[src/rtl/cgq_pkg.sv]
package cgq_pkg;
  typedef struct packed {
    logic memWe;   // store wrData at the write address
    logic wrClr;   // new list: write address and flag to zero
    logic rdClr;   // force the pointer to zero
    logic rdStep;  // advance or wrap the pointer
  } cgqStrobe_t;
endpackage

[src/rtl/cgq_ctrl.sv]
module cgq_ctrl
  import cgq_pkg::*;
(
  input  logic       loadClr,
  input  logic       wrEn,
  input  logic       acqRun,
  input  logic       acqStart,
  input  logic       convDone,
  output cgqStrobe_t strb
);
  always_comb begin
    strb.wrClr  = loadClr;
    strb.memWe  = wrEn && !acqRun && !loadClr;
    strb.rdClr  = acqStart;
    strb.rdStep = convDone && acqRun && !acqStart;
  end
endmodule

[src/rtl/cgq_dpath.sv]
module cgq_dpath
  import cgq_pkg::*;
#(
  parameter int ADDR_W  = 8,
  parameter int ENTRY_W = 8
) (
  input  logic               clk,
  input  logic               rstN,
  input  cgqStrobe_t         strb,
  input  logic [ENTRY_W-1:0] wrData,
  output logic [ADDR_W-1:0]  wrAddr,
  output logic [ADDR_W-1:0]  restartAddr,
  output logic [ADDR_W-1:0]  rdAddr,
  output logic [ENTRY_W-1:0] rdEntry
);
  localparam int DEPTH = 1 << ADDR_W;

  logic [ENTRY_W-1:0] mem [DEPTH];

  always_ff @(posedge clk) begin
    if (strb.memWe) mem[wrAddr] <= wrData;
  end

  always_ff @(posedge clk or negedge rstN) begin
    if (!rstN) begin
      wrAddr      <= '0;
      restartAddr <= '0;
    end else if (strb.wrClr) begin
      wrAddr <= '0;
    end else if (strb.memWe) begin
      restartAddr <= wrAddr;
      wrAddr      <= wrAddr + 1'b1;
    end
  end

  always_ff @(posedge clk or negedge rstN) begin
    if (!rstN) begin
      rdAddr <= '0;
    end else if (strb.rdClr) begin
      rdAddr <= '0;
    end else if (strb.rdStep) begin
      rdAddr <= (rdAddr == restartAddr) ? '0 : rdAddr + 1'b1;
    end
  end

  assign rdEntry = mem[rdAddr];
endmodule

[src/rtl/cgq_rulecheck.sv]
module cgq_rulecheck
  import cgq_pkg::*;
#(
  parameter int ADDR_W  = 8,
  parameter int ENTRY_W = 8
) (
  input  logic               clk,
  input  logic               rstN,
  input  cgqStrobe_t         strb,
  input  logic [ADDR_W-1:0]  wrAddr,
  input  logic [ENTRY_W-1:0] wrData,
  input  logic [ADDR_W-1:0]  restartAddr,
  output logic               violation
);
  logic head0Odd;     // entry at address 0 holds an odd channel
  logic parityBad;
  logic lengthBad;

  always_comb begin
    parityBad = 1'b0;
    if (wrAddr != '0) begin
      parityBad = (wrData[0] != wrAddr[0]) ||
                  ((wrAddr == ADDR_W'(1)) && head0Odd);
    end
    lengthBad = (restartAddr != '0) && !restartAddr[0];
  end

  always_ff @(posedge clk or negedge rstN) begin
    if (!rstN) begin
      head0Odd  <= 1'b0;
      violation <= 1'b0;
    end else if (strb.wrClr) begin
      head0Odd  <= 1'b0;
      violation <= 1'b0;
    end else begin
      if (strb.memWe && (wrAddr == '0)) head0Odd <= wrData[0];
      if ((strb.memWe && parityBad) || (strb.rdClr && lengthBad))
        violation <= 1'b1;
    end
  end
endmodule

[src/rtl/cg_scan_queue.sv]
module cg_scan_queue
  import cgq_pkg::*;
#(
  parameter int ADDR_W = 8,
  parameter int CHAN_W = 4,
  parameter int GAIN_W = 4,
  localparam int ENTRY_W = CHAN_W + GAIN_W
) (
  input  logic               clk,
  input  logic               rstN,
  input  logic               loadClr,
  input  logic               wrEn,
  input  logic [ENTRY_W-1:0] wrData,
  input  logic               acqRun,
  input  logic               acqStart,
  input  logic               convDone,
  output logic [ENTRY_W-1:0] curEntry,
  output logic [CHAN_W-1:0]  curChan,
  output logic [GAIN_W-1:0]  curGain,
  output logic [ADDR_W-1:0]  curAddr,
  output logic               ruleViolation
);
  cgqStrobe_t        strb;
  logic [ADDR_W-1:0] wrAddr;
  logic [ADDR_W-1:0] restartAddr;

  cgq_ctrl u_ctrl (
    .loadClr (loadClr),
    .wrEn    (wrEn),
    .acqRun  (acqRun),
    .acqStart(acqStart),
    .convDone(convDone),
    .strb    (strb)
  );

  cgq_dpath #(.ADDR_W(ADDR_W), .ENTRY_W(ENTRY_W)) u_dpath (
    .clk        (clk),
    .rstN       (rstN),
    .strb       (strb),
    .wrData     (wrData),
    .wrAddr     (wrAddr),
    .restartAddr(restartAddr),
    .rdAddr     (curAddr),
    .rdEntry    (curEntry)
  );

  cgq_rulecheck #(.ADDR_W(ADDR_W), .ENTRY_W(ENTRY_W)) u_rule (
    .clk        (clk),
    .rstN       (rstN),
    .strb       (strb),
    .wrAddr     (wrAddr),
    .wrData     (wrData),
    .restartAddr(restartAddr),
    .violation  (ruleViolation)
  );

  assign curChan = curEntry[CHAN_W-1:0];
  assign curGain = curEntry[ENTRY_W-1:CHAN_W];
endmodule

[config.mk]
export PLATFORM = sky130hd
export DESIGN_NAME = cg_scan_queue
export DESIGN_NICKNAME = d
export VERILOG_FILES = /design/src/rtl/cgq_pkg.sv /design/src/rtl/cgq_ctrl.sv /design/src/rtl/cgq_dpath.sv /design/src/rtl/cgq_rulecheck.sv /design/src/rtl/cg_scan_queue.sv
export SDC_FILE = /design/constraint.sdc
export NUM_CORES = 2
export LEC_CHECK = 0
export ABC_AREA = 1
export BUFFER_PORTS_ARGS = -buffer_cell sky130_fd_sc_hd__buf_2
export CAP_MARGIN = 30
export CORE_MARGIN = 10
export CORE_UTILIZATION = 50
export CTS_CLUSTER_DIAMETER = 80
export DETAILED_ROUTE_END_ITERATION = 8
export PLACE_DENSITY = 0.65
export RECOVER_POWER = 25
export SYNTH_ARGS = -nofsm -noshare
export SYNTH_HDL_FRONTEND = slang
export SYNTH_SLANG_ARGS = --single-unit
[constraint.sdc]
create_clock -name clk -period 2.3 [get_ports clk]
set_input_delay 0.345 -clock clk [delete_from_list [all_inputs] [get_ports clk]]
set_output_delay 0.345 -clock clk [all_outputs]
set_load 0.005 [all_outputs]
==> out/results.txt <==
post-synth top area share: 72.7%
Total GRT Usage: 25.3%
commonest non-fill, non-tap cell in the layout: nand2_1
Via-to-Cell Ratio: 5.83
pwr/cell area: 969 nW/um2
clock buffer depth: 3
CTS Buf Count: 206
Synth Area in Compound Gates: 0.540%
post-layout minimum cycle time: 3660 ps
biggest area consumer among synthesized cells: edfxtp_1
failing checks: capacitance limit, slew limit, setup timing
Crit Path Category: flop to output pin
CP delay by family, top: buffers and inverters
number of H-tree levels: 4
commonest non-fill, non-tap cells in the layout: 2,251 x nand2_1, 2,048 x edfxtp_1, 1,716 x nand3_1
XOR/XNOR Fraction of Synth Area: 0.0310%
Hold Crit Class: input port to flop
worst vdd ir: 1.14 mV
Final Skew: 38.3 ps
worst path bufs/invs: 7
Mean Syn Cell Area: 11.8 um2
Ys Warns: 0
DR DRC count: 0
Synthesized Nets: 7,218
Die H: 431 um
Slew Limit Fails: 92
Post-Syn Instances: 7,198
critical path data arrival time: 3310 ps
number of flops mapped to enable cells by yosys: 2,048
CP required: 1960 ps
Post-Route Utilization: 60.5%
GPL Wtd Cong: 0.945
insertion delay to the later sink of the worst-skew pair: 860 ps
number of global-route vias before repair: 55.8k
dominant synthesized flop cell: edfxtp_1
Cell Count, Final, Fillers Out: 10.1k
port buffer count: 39
I/O pins: 40
drt total wl: 245,000 um
synthesis-stage register bit count: 2,074
worst-path cell chain: buf_12, clkinv_16, buf_16, buf_12, clkbuf_16, nand2_1, nand3_1, nand3_1, nand2_1, a21oi_1, nand3_2, nand3_4, nand2_2, inv_2, nand2_4, buf_6
Crit Path Max Fanout: 7
MaxCap Viol Count: 2
floorplan row count: 150
largest family of logic cells by synthesized area: simple AND/OR/NAND/NOR gates
Reg clk slew, reported paths: 60 ps
Placed Instances: 9,688
Root Buffer: clkbuf_16
Distinct cells, synth: 33
Synth area leaders: edfxtp_1 73%, nand3_1 11%, nand2_1 10%
status: finished with violations
Worst setup SP type: flop
fin crit share: 159%
P_leak: 36.8 nW
die area: 186,000 um2
Synth Area in Adders: 0.0739%
async set-or-reset flop fraction in the synthesized netlist: 1.25%
Vias: 59.0k
setup slack at placement: -875 ps
DRT Pass-1 Iters: 6
RSZ-0062 raised after global routing: true
grt ovf: 0
Peak Freq: 0.273 GHz
Pwr Total: 98.4 mW
Initial Util: 50.5%
area grow syn2layout: 20.0%
setup_tns: -73,400 ps
Clock Sink Count: 2,074
Final ANT Viol Nets: 0
first-pass GRT wire length: 358,000 um
mux cell area share after synthesis: 0%
Fin. Hold Viols: 0
share of cells above drive strength 1: 16.8%
Layout Nets: 7,777
register area share after synthesis: 73.4%
worst-margin pin slew: 2350 ps
final worst slack: -1360 ps
slowest stage delay, CP: 470 ps
initial antenna violation count: 3
CTS tree: done
mapped cell area: 84,600 um2
Simple-Gate Fraction of Synth Area: 22.7%
1st-iter DRT viols: 8,026
WL per Instance: 24.2 um
Setup violations, final: 258
Worst path slowest cell: dfrtp_4
DP HPWL: 147,000 um
Die Wd: 431 um
core box area: 168,000 um2
Filler Cells Inserted: 12.9k
Max transition margin: -56.8%
largest net degree at the start of global routing: 98
Worst Setup End Kind: output pin
worst paths after layout:
| check | startpoint | end | slack (ps) | depth (start not counted) |
|---|---|---|---|---|
| setup reg to reg | u_dpath.rdAddr[0] | u_dpath.rdAddr[7] | 100 | 11 |
| setup / recovery | u_dpath.rdAddr[0] | curEntry[5] | -1360 | 16 |
| hold / removal | convDone | u_dpath.rdAddr[0] | 70 | 5 |
| max in group asynchronous | rstN | u_dpath.rdAddr[1] | 730 | 2 |
| min in group asynchronous | rstN | u_dpath.wrAddr[1] | 520 | 2 |
| hold reg to reg | u_dpath.restartAddr[6] | u_dpath.restartAddr[6] | 550 | 2 |
power by group:
group / total [mW] / switching [mW] / internal (mW) / leakage, nW
registers: 41.6 / 0.0445 / 41.6 / 18.7
logic: 25.1 / 15.6 / 9.48 / 15.0
clock network: 31.6 / 14.1 / 17.5 / 3.03
total: 98.4 / 29.8 / 68.5 / 36.8
metrics by stage:
stage	hold WS, ps	area (um2)
global placement	387	92800
CTS	14.9	100000
detailed placement	393	92800
finish	70.9	102000
floorplan	49.4	84600
global route	59.3	102000
cells by family (layout without fill, tap and decap cells):
logic type,Yosys count,in the layout
AO/OA/AOI/OAI,87,87
XOR/XNOR,3,3
adder cells (fa/ha/maj),5,5
buffers and inverters,538,1243
flip-flops,2074,2074
other,0,1
AND/OR/NAND/NOR,4491,4491
cells in the mapped netlist (2+ instances only):
master    number
a21oi_1       47
buf_1         65
buf_2        192
buf_4         64
buf_6         26
buf_8          2
clkbuf_1     138
clkinv_1       2
dfrtp_1       26
edfxtp_1    2048
ha_1           5
inv_1         45
inv_2          3
nand2_1     2300
nand3_1     1868
nand4_1        7
nor2_1       306
nor3_1         4
nor4_1         2
o211ai_1       3
o21ai_0       21
o21ai_1        9
o22ai_1        3
or2_2          2
xor2_1         2
worst register-to-register path, delay by kind of cell (launching register included):
kind            cells  cell delay (ps)
simple gates        3              380
flops               1              470
compound gates      2              310
buf+inv             6              930
registers in the layout, indices dropped and copies added, names as in the netlist:
| register | cells |
|---|---|
| u_dpath.mem | 2048 |
| u_dpath.rdAddr | 8 |
| u_dpath.wrAddr | 8 |
| u_rule.violation | 1 |
| u_rule.head0Odd | 1 |
| u_dpath.restartAddr | 8 |
routing by layer:
layer,wire length [um],global-route usage [%]
met5,11,0
met4,10600,9.88
met3,23300,4.06
met2,115000,40.6
met1,95600,34.6
final cells by class:
type / instances / area (um2) / share of cell area [%]
flip-flops and latches: 2074 / 62200 / 61.2
well taps: 2204 / 2760 / 2.72
inverters: 51 / 240 / 0.237
multi-input cells: 4586 / 20900 / 20.6
repair inverters: 4 / 78.8 / 0.0776
clock buffers: 255 / 5370 / 5.29
diodes: 1 / 2.50 / 0.00246
clock inverters: 99 / 888 / 0.875
repair buffers: 834 / 9120 / 8.98
what timing repair did:
action / CTS / global route
pin swaps: 15 / 67
hold endpoints to repair: 249 / 0
resized for setup: 123 / 236
hold buffers: 11 / 0
endpoints found under the setup margin: 19 / 18
buffers inserted: 11 / 10
cloned: 17 / 20
(Power assumes the default switching activity.)
